## src/rtl/i2c_share_mux_pkg.sv

```systemverilog
package i2c_share_mux_pkg;

    typedef enum logic [1:0] {
        GNT_NONE = 2'd0,
        GNT_WR   = 2'd1,
        GNT_RD   = 2'd2
    } grant_e;

    localparam int unsigned NUM_SRC = 2;
    localparam int unsigned SRC_WR  = 0;
    localparam int unsigned SRC_RD  = 1;

    typedef struct packed {
        logic scl;
        logic sda_out;
        logic sda_oe;
        logic idle;
    } eng_drive_t;

    typedef struct packed {
        logic scl;
        logic pull_low;
    } pin_drive_t;

    localparam pin_drive_t PIN_RELEASED = '{scl: 1'b1, pull_low: 1'b0};

    // Open-drain resolution of one engine's request.
    function automatic pin_drive_t resolve_drive(eng_drive_t e);
        pin_drive_t p;
        if (e.idle) begin
            p = PIN_RELEASED;
        end else begin
            p.scl      = e.scl;
            p.pull_low = e.sda_oe & ~e.sda_out;
        end
        return p;
    endfunction

endpackage

```

## src/rtl/bmx_sync.sv

```systemverilog
module bmx_sync #(
    parameter int unsigned STAGES    = 2,
    parameter logic        RESET_VAL = 1'b1
) (
    input  logic clk,
    input  logic rst,
    input  logic d_i,
    output logic q_o
);
    logic [STAGES-1:0] chain;

    genvar s;
    generate
        for (s = 0; s < STAGES; s++) begin : g_stage
            if (s == 0) begin : g_first
                always_ff @(posedge clk) begin
                    if (rst) chain[0] <= RESET_VAL;
                    else     chain[0] <= d_i;
                end
            end else begin : g_next
                always_ff @(posedge clk) begin
                    if (rst) chain[s] <= RESET_VAL;
                    else     chain[s] <= chain[s-1];
                end
            end
        end
    endgenerate

    assign q_o = chain[STAGES-1];
endmodule

```

## src/rtl/bmx_arbiter.sv

```systemverilog
module bmx_arbiter
    import i2c_share_mux_pkg::*;
#(
    parameter int unsigned HANDOVER_GAP = 4
) (
    input  logic   clk,
    input  logic   rst,
    input  logic   wr_done_i,
    input  logic   wr_idle_i,
    output grant_e grant_o
);
    localparam int unsigned CW = (HANDOVER_GAP > 1) ? $clog2(HANDOVER_GAP) : 1;
    localparam logic [CW-1:0] GAP_LAST = CW'(HANDOVER_GAP - 1);

    grant_e        grant_q, grant_d;
    logic          complete_q;
    logic [CW-1:0] gap_q, gap_d;

    // Sticky completion flag.
    always_ff @(posedge clk) begin
        if (rst)            complete_q <= 1'b0;
        else if (wr_done_i) complete_q <= 1'b1;
    end

    always_comb begin
        grant_d = grant_q;
        gap_d   = gap_q;
        unique case (grant_q)
            GNT_WR: begin
                if (complete_q && wr_idle_i) begin
                    grant_d = GNT_NONE;
                    gap_d   = '0;
                end
            end
            GNT_NONE: begin
                if (gap_q == GAP_LAST) grant_d = GNT_RD;
                else                   gap_d   = gap_q + 1'b1;
            end
            GNT_RD:  grant_d = GNT_RD;
            default: grant_d = GNT_WR;
        endcase
    end

    always_ff @(posedge clk) begin
        if (rst) begin
            grant_q <= GNT_WR;
            gap_q   <= '0;
        end else begin
            grant_q <= grant_d;
            gap_q   <= gap_d;
        end
    end

    assign grant_o = grant_q;
endmodule

```

## src/rtl/bmx_pin_drive.sv

```systemverilog
module bmx_pin_drive
    import i2c_share_mux_pkg::*;
(
    input  grant_e     grant_i,
    input  eng_drive_t src_i [NUM_SRC],
    output pin_drive_t pin_o,
    output logic       wr_en_o,
    output logic       rd_en_o
);
    pin_drive_t resolved [NUM_SRC];

    genvar k;
    generate
        for (k = 0; k < NUM_SRC; k++) begin : g_src
            assign resolved[k] = resolve_drive(src_i[k]);
        end
    endgenerate

    always_comb begin
        unique case (grant_i)
            GNT_WR:  pin_o = resolved[SRC_WR];
            GNT_RD:  pin_o = resolved[SRC_RD];
            default: pin_o = PIN_RELEASED;
        endcase
    end

    assign wr_en_o = (grant_i == GNT_WR);
    assign rd_en_o = (grant_i == GNT_RD);
endmodule

```

## src/rtl/i2c_share_mux.sv

```systemverilog
module i2c_share_mux
    import i2c_share_mux_pkg::*;
#(
    parameter int unsigned HANDOVER_GAP = 4,
    parameter int unsigned SYNC_STAGES  = 2
) (
    input  logic clk,
    input  logic rst,
    input  logic wr_scl_i,
    input  logic wr_sda_out_i,
    input  logic wr_sda_oe_i,
    input  logic wr_idle_i,
    input  logic wr_done_i,
    input  logic rd_scl_i,
    input  logic rd_sda_out_i,
    input  logic rd_sda_oe_i,
    input  logic rd_idle_i,
    input  logic sda_pin_i,
    output logic scl_pin_o,
    output logic sda_pull_low_o,
    output logic sda_rx_o,
    output logic wr_en_o,
    output logic rd_en_o
);
    grant_e     grant;
    eng_drive_t src [NUM_SRC];
    pin_drive_t pin;

    assign src[SRC_WR] = '{scl: wr_scl_i, sda_out: wr_sda_out_i,
                           sda_oe: wr_sda_oe_i, idle: wr_idle_i};
    assign src[SRC_RD] = '{scl: rd_scl_i, sda_out: rd_sda_out_i,
                           sda_oe: rd_sda_oe_i, idle: rd_idle_i};

    bmx_arbiter #(.HANDOVER_GAP(HANDOVER_GAP)) u_arb (
        .clk       (clk),
        .rst       (rst),
        .wr_done_i (wr_done_i),
        .wr_idle_i (wr_idle_i),
        .grant_o   (grant)
    );

    bmx_pin_drive u_drive (
        .grant_i (grant),
        .src_i   (src),
        .pin_o   (pin),
        .wr_en_o (wr_en_o),
        .rd_en_o (rd_en_o)
    );

    bmx_sync #(.STAGES(SYNC_STAGES), .RESET_VAL(1'b1)) u_sync (
        .clk (clk),
        .rst (rst),
        .d_i (sda_pin_i),
        .q_o (sda_rx_o)
    );

    assign scl_pin_o      = pin.scl;
    assign sda_pull_low_o = pin.pull_low;
endmodule

```

## config.mk

```make
export PLATFORM = sky130hd
export DESIGN_NAME = i2c_share_mux
export DESIGN_NICKNAME = d
export VERILOG_FILES = /design/src/rtl/i2c_share_mux_pkg.sv /design/src/rtl/bmx_sync.sv /design/src/rtl/bmx_arbiter.sv /design/src/rtl/bmx_pin_drive.sv /design/src/rtl/i2c_share_mux.sv
export SDC_FILE = /design/constraint.sdc
export NUM_CORES = 1
export LEC_CHECK = 0
export ABC_AREA = 1
export BUFFER_PORTS_ARGS = -buffer_cell sky130_fd_sc_hd__clkbuf_2
export CORE_AREA = 3 3 40 42
export DETAILED_ROUTE_END_ITERATION = 10
export DIE_AREA = 0 0 43 45
export PLACE_DENSITY = 0.56
export REMOVE_ABC_BUFFERS = 1
export SLEW_MARGIN = 20
export SYNTH_ARGS = -nofsm -noshare
export SYNTH_HDL_FRONTEND = slang
export SYNTH_SLANG_ARGS = --single-unit
export TNS_END_PERCENT = 10
```

## constraint.sdc

```tcl
create_clock -name clk -period 2.9 [get_ports clk]
set_clock_uncertainty 0.15 [all_clocks]
set_input_delay 0.29 -clock clk [delete_from_list [all_inputs] [get_ports clk]]
set_output_delay 0.29 -clock clk [all_outputs]
set_load 0.02 [all_outputs]
```

==> results of run 1 <==
==> cell usage in the layout, fill, tap and decap left out, types with 3 or more instances in the layout <==
cell type / n
ha_1: 5
nand3_1: 7
inv_1: 6
nand2_1: 10
nor2_1: 6
clkbuf_2: 16
clkbuf_4: 3
dfxtp_1: 7
==> cells by family after synthesis <==
logic type	share of synthesized area, %
AOI/OAI and AO/OA	9.36
adders and majority gates	16.1
and+or+nand+nor	32.6
buffers and inverters	5.81
DFF	36.1
==> power groups by stage <==
| stage | Sequential [mW] | Clock, mW | Combinational (mW) |
|---|---|---|---|
| 2_1_floorplan | 0.132 | 0 | 0.167 |
| 3_3_place_gp | 0.134 | 0 | 0.219 |
| 3_5_place_dp | 0.135 | 0 | 0.219 |
| 4_1_cts | 0.133 | 0.0920 | 0.220 |
| 5_1_grt | 0.135 | 0.0952 | 0.246 |
| 6_report | 0.133 | 0.0854 | 0.216 |
==> cells in the mapped netlist <==
| cell type | count |
|---|---|
| o21ai_0 | 2 |
| inv_1 | 6 |
| or2_2 | 2 |
| a21oi_2 | 1 |
| dfxtp_1 | 7 |
| nor2_1 | 6 |
| ha_1 | 5 |
| nand3_1 | 7 |
| a21boi_0 | 1 |
| a21oi_1 | 2 |
| nand2_1 | 10 |
| nand2_2 | 2 |
| nor2_2 | 1 |
==> worst paths after layout <==
kind,from,endpoint,slack [ns]
worst min-delay path,sda_pin_i,u_sync.chain[0],0.07
worst min register to register,u_sync.chain[0],u_sync.q_o,0.27
worst max register to register,u_arb.grant_o[0],u_arb.gap_q[1],1.55
worst max-delay path,u_arb.grant_o[1],sda_pull_low_o,1.06
==> per-layer routing <==
layer | track usage (%) | wire length, um | vias up
met4 | 10.8 | 9 | 0
met1 | 10.4 | 370 | 152
li1 | - | - | 206
met2 | 14.4 | 374 | 6
met3 | 1.59 | 31 | 2
met5 | 0 | 0 | -
==> flip-flops by register name, indices dropped and copies added, names as in the netlist <==
name              cells
u_arb.gap_q           2
u_arb.grant_o         2
u_arb.complete_q      1
u_sync.chain          1
u_sync.q_o            1
==> cell type report <==
type / instances / area [um^2] / area share (%)
clock buffers: 4 / 26.3 / 5.12
multi-input cells: 39 / 225 / 43.9
repair buffers: 16 / 80.1 / 15.6
flip-flops and latches: 7 / 140 / 27.3
inverters: 6 / 22.5 / 4.39
well taps: 15 / 18.8 / 3.66
==> critical path: cells and delay by family (launching register included) <==
family / cells / cell delay, ns
fa+ha+maj: 1 / 0.26
buf+inv: 2 / 0.30
flops: 1 / 0.32
simple gates: 1 / 0.10
compound gates: 1 / 0.17
==> stage by stage <==
stage | total power [mW] | setup slack [ns] | util (%)
detailed placement | 0.354 | 1.31 | 37.9
global route | 0.476 | 0.945 | 39.9
CTS | 0.445 | 1.03 | 39.9
finish | 0.434 | 1.06 | 39.9
floorplan | 0.299 | 1.09 | -
global placement | 0.353 | 1.30 | 37.9
==> impl_metrics.env, run 1 <==
export IMPL_via_per_inst=4.21
export IMPL_yosys_warnings=0
export IMPL_first_pass_iters=1
export IMPL_ios=17
export IMPL_whs_ns=0.0749
export IMPL_track_usage_pct=9.41
export IMPL_grt_overflow=0
export IMPL_synth_seq_cells=7
export IMPL_synth_area_leaders="dfxtp_1 (36%), ha_1 (16%), nand2_1 (9.7%), nand3_1 (9.0%), inv_1 (5.8%)"
export IMPL_cts_resized_gates=0
export IMPL_critPathSlowestCell="dfxtp_1"
export IMPL_drv_cap=0
export IMPL_p_seq_share_pct=30.6
export IMPL_end_kind="output pin"
export IMPL_syn_area_um2=388
export IMPL_hold_depth=2
export IMPL_initial_utilization_pct=30.2
export IMPL_p_comb_share_pct=49.7
export IMPL_reg2regPathDepth=6
export IMPL_syn_avg_cell_area_um2=7.46
export IMPL_fp_dieH_um=45
export IMPL_placedInstanceArea_um2=487
export IMPL_cts_buffer_depth=2
export IMPL_yosysSeqAreaShare_pct=36.1
export IMPL_p_int_uw=251
export IMPL_dp_cells=83
export IMPL_antenna_found_initial=0
export IMPL_wl_per_cell_um=9.03
export IMPL_final_area_um2=513
export IMPL_vias=366
export IMPL_drive_above_1_share_pct=34.7
export IMPL_p_leak_nw=0.276
export IMPL_fin_crit_ns=1.84
export IMPL_maxSlewViolCount=0
export IMPL_syn_inst=52
export IMPL_worstPathCellList="inv_1 -> ha_1 -> nand3_1 -> a21boi_0 -> clkbuf_2"
export IMPL_gp_congestion=0.682
export IMPL_yosys_area_top_type="dfxtp_1"
export IMPL_grt_pass1_wl_um=1320
export IMPL_rows=13
export IMPL_die_area_um2=1940
export IMPL_drc_errors=0
export IMPL_hold_path_class="input port to register"
export IMPL_cts_sinks=7
export IMPL_cellPowerDensity_nw_per_um2=846
export IMPL_clk_pin_slew_ns=0.05
export IMPL_areaGrowthSynthToFinish_pct=32.3
export IMPL_worstMarginPinSlew_ns=0.190
export IMPL_crit_arrival_ns=1.40
export IMPL_final_cells=87
export IMPL_cts_hold_buf=0
export IMPL_slowest_delay_ns=0.32
export IMPL_worst_path_max_fanout=5
export IMPL_cp_start_kind="register"
export IMPL_core_area_um2=1280
export IMPL_rsz0062_at_grt="false"
export IMPL_clkLatencyLatePin_ns=0.24
export IMPL_grt_start_max_net_pins=8
export IMPL_setup_viol=0
export IMPL_finalCritPeriodShare_pct=63.6
export IMPL_nFillCells=150
export IMPL_synthDistinctLibCells=13
export IMPL_synth_top_area_share_pct=36.1
export IMPL_drt_iter0_drc=0
export IMPL_cts_setup_buffers=0
export IMPL_ant_nets=0
export IMPL_worstPathRequired_ns=2.46
export IMPL_ir_drop_uv=326
export IMPL_clockRootBuffer="clkbuf_4"
export IMPL_switchingPower_uw=183
export IMPL_cts_buffers=3
export IMPL_hold_viol_final=0
export IMPL_fmax_mhz=543
export IMPL_cts_tree="yes"
export IMPL_pwr_share_clk_pct=19.7
export IMPL_dieWidth_um=43
export IMPL_routed_wl_um=786
export IMPL_outcome="finished clean"
export IMPL_htree_levels=1
export IMPL_dpl_hpwl_um=663
export IMPL_finalSetupTns_ns=0
export IMPL_antenna_cells=0
export IMPL_fin_nets=90
export IMPL_switching_share_pct=42.2
export IMPL_port_buffers=16
export IMPL_slew_headroom_pct=87.3
export IMPL_worstSetupPathType="register to output pin"
export IMPL_grt_pass1_vias=342
Power figures use the tool's default switching activity.
==> inputs of run 2 (changes only) <==
--- a/config.mk
+++ b/config.mk
@@ -5,7 +5,7 @@
 export SDC_FILE = /design/constraint.sdc
 export NUM_CORES = 1
 export LEC_CHECK = 0
-export ABC_AREA = 1
+export ABC_AREA = 0
 export BUFFER_PORTS_ARGS = -buffer_cell sky130_fd_sc_hd__clkbuf_2
 export CORE_AREA = 3 3 40 42
 export DETAILED_ROUTE_END_ITERATION = 10
==> constraint.sdc (replaced) <==
create_clock -name clk -period 1.7 [get_ports clk]
set_clock_uncertainty 0.15 [all_clocks]
set_input_delay 0.17 -clock clk [delete_from_list [all_inputs] [get_ports clk]]
set_output_delay 0.17 -clock clk [all_outputs]
set_load 0.02 [all_outputs]
==> impl_metrics.env, run 2 <==
export IMPL_outcome="finished clean"
export IMPL_hold_viol_final=0
export IMPL_dpl_worst_slack_ns=0.0840
export IMPL_seq_area_um2=148
export IMPL_wl_per_cell_um=11.1
export IMPL_synth_common_cells="dfxtp_1 (7), ha_1 (5), nor2_1 (5)"
export IMPL_yosys_area_top_type="dfxtp_1"
export IMPL_grt_pass1_wl_um=1600
export IMPL_dieWidth_um=43
export IMPL_hold_path_class="input port to register"
export IMPL_antenna_found_initial=0
export IMPL_yosys_warnings=0
export IMPL_cts_buffers=3
export IMPL_ios=17
export IMPL_via_per_inst=4.61
export IMPL_synth_edf_count=0
export IMPL_rows=13
export IMPL_worst_path_max_fanout=3
export IMPL_maxSlewViolCount=0
export IMPL_syn_inst=42
export IMPL_vias=378
export IMPL_fin_crit_ns=1.69
export IMPL_initial_utilization_pct=30.8
export IMPL_layout_commonest_cell="clkbuf_2"
export IMPL_fmax_mhz=592
export IMPL_ant_nets=0
export IMPL_cts_tree="yes"
export IMPL_clockRootBuffer="clkbuf_4"
export IMPL_core_area_um2=1280
export IMPL_first_pass_iters=3
export IMPL_synthDistinctLibCells=20
export IMPL_areaGrowthSynthToFinish_pct=57.0
export IMPL_fp_dieH_um=45
export IMPL_port_buffers=16
export IMPL_gp_congestion=0.633
export IMPL_nFillCells=138
export IMPL_htree_levels=1
export IMPL_final_util_pct=48.3
export IMPL_fin_ws_ns=0.0116
export IMPL_syn_avg_cell_area_um2=9.41
export IMPL_grt_pass1_vias=387
export IMPL_cts_sinks=7
export IMPL_synth_seq_cells=7
export IMPL_drc_errors=0
export IMPL_drv_cap=0
export IMPL_dpl_hpwl_um=644
export IMPL_rsz0062_at_grt="true"
export IMPL_yosysSeqAreaShare_pct=35.4
export IMPL_clk_pin_slew_ns=0.06
export IMPL_synth_flop_cell="dfxtp_1"
export IMPL_setup_viol=0
export IMPL_fin_nets=85
export IMPL_cts_buffer_depth=2
export IMPL_multi_input_area_um2=275
export IMPL_ir_drop_uv=625
export IMPL_track_usage_pct=11.1
export IMPL_grt_overflow=0
export IMPL_worstSetupPathType="register to output pin"
export IMPL_routed_wl_um=913
export IMPL_yosys_cell_count_top_type="dfxtp_1"
export IMPL_antenna_cells=0
export IMPL_clkLatencyLatePin_ns=0.25
export IMPL_grt_start_max_net_pins=10
export IMPL_die_area_um2=1940
export IMPL_worstMarginPinSlew_ns=0.227
export IMPL_crit_arrival_ns=1.37
export IMPL_cellPowerDensity_nw_per_um2=1490
export IMPL_power_uw=922
export IMPL_finalCritPeriodShare_pct=99.3
export IMPL_slew_headroom_pct=84.8
export IMPL_drive_above_1_share_pct=47.8
export IMPL_p_leak_nw=0.280
export IMPL_end_kind="output pin"
export IMPL_syn_area_um2=395
export IMPL_synth_area_leaders="dfxtp_1 (35%), ha_1 (16%), a21boi_4 (4.7%), nand2b_1 (4.7%), nor2_1 (4.7%)"
export IMPL_mostFrequentLayoutCells="clkbuf_2 (14), nor2_1 (5), dfxtp_1 (5)"
export IMPL_drt_iter0_drc=6
export IMPL_synth_top_area_share_pct=35.4
export IMPL_async_reset_ff_share_pct=0
export IMPL_worstPathRequired_ns=1.38
export IMPL_cp_start_kind="register"
==> run 2: cell count changes after synthesis, sizes merged, moves of 2 or more <==
cell    change
a21oi       -3
nand3       -5
nor2        -2
o21ai       +2
nand2      -12
nand2b      +3
inv         -4
a211oi      +2
==> run 2: cell type report <==
cell class / count / area share [%]
Multi-Input combinational cell: 32 / 44.4
Clock buffer: 4 / 4.23
Tap cell: 15 / 3.02
Timing Repair Buffer: 22 / 23.0
Sequential cell: 7 / 23.8
Inverter: 2 / 1.61
==> run 2: stage by stage <==
stage | cells | setup TNS (ns) | area, um^2 | hold slack, ns
after floorplan | 41 | 0 | 392 | 0.0894
after global placement | 72 | 0 | 490 | 0.198
after detailed placement | 72 | 0 | 490 | 0.203
after CTS | 80 | 0 | 603 | 0.0473
after global routing | 82 | -0.0490 | 621 | 0.0763
final | 82 | 0 | 621 | 0.0468
==> run 2: power by group <==
| group | leakage, nW | internal (mW) | total [mW] | switching, mW |
|---|---|---|---|---|
| Clock | 0.0150 | 0.0900 | 0.157 | 0.0673 |
| Sequential | 0.0586 | 0.210 | 0.251 | 0.0415 |
| Combinational | 0.206 | 0.254 | 0.513 | 0.259 |
==> run 2: repair_timing <==
action                                  in CTS  in global routing
cloned                                       0                  0
hold buffers                                 2                  0
endpoints found under the setup margin       1                  2
endpoints found under the hold margin        2                  0
setup buffers                                2                  2
pin swaps                                    2                  1
resized for setup                           13                  3
==> run 2: kinds of logic (layout without fill, tap and decap cells) <==
kind of cell	count (synthesis)	in the layout	synth area share (%)
compound gates	9	9	17.1
fa+ha+maj	5	5	15.8
buf+inv	3	28	2.85
flops	7	7	35.4
mux	1	1	2.53
simple gates	17	17	26.3
==> run 2: metal layers <==
layer / vias up / track usage, % / wire length, um
li1: 201 / - / -
met5: - / 0 / 0
met1: 172 / 12.5 / 414
met2: 5 / 18.9 / 482
met3: 0 / 2.39 / 16
met4: 0 / 7.23 / 0
==> run 2: worst max-delay path, stage by stage (launching register included) <==
cell and delay [ns]:
dfxtp_4 0.37, inv_4 0.05, ha_4 0.16, and4bb_2 0.22
o21a_1 0.17, clkbuf_8 0.15
==> run 2: worst paths after layout <==
path	startpoint	to	slack, ns	cells past startpoint
hold / removal	rst	u_arb.complete_q	0.05	2
setup reg to reg	u_arb.grant_o[1]	u_arb.gap_q[1]	0.06	6
hold reg to reg	u_sync.chain[0]	u_sync.q_o	0.26	1
setup / recovery	u_arb.grant_o[1]	sda_pull_low_o	0.01	5
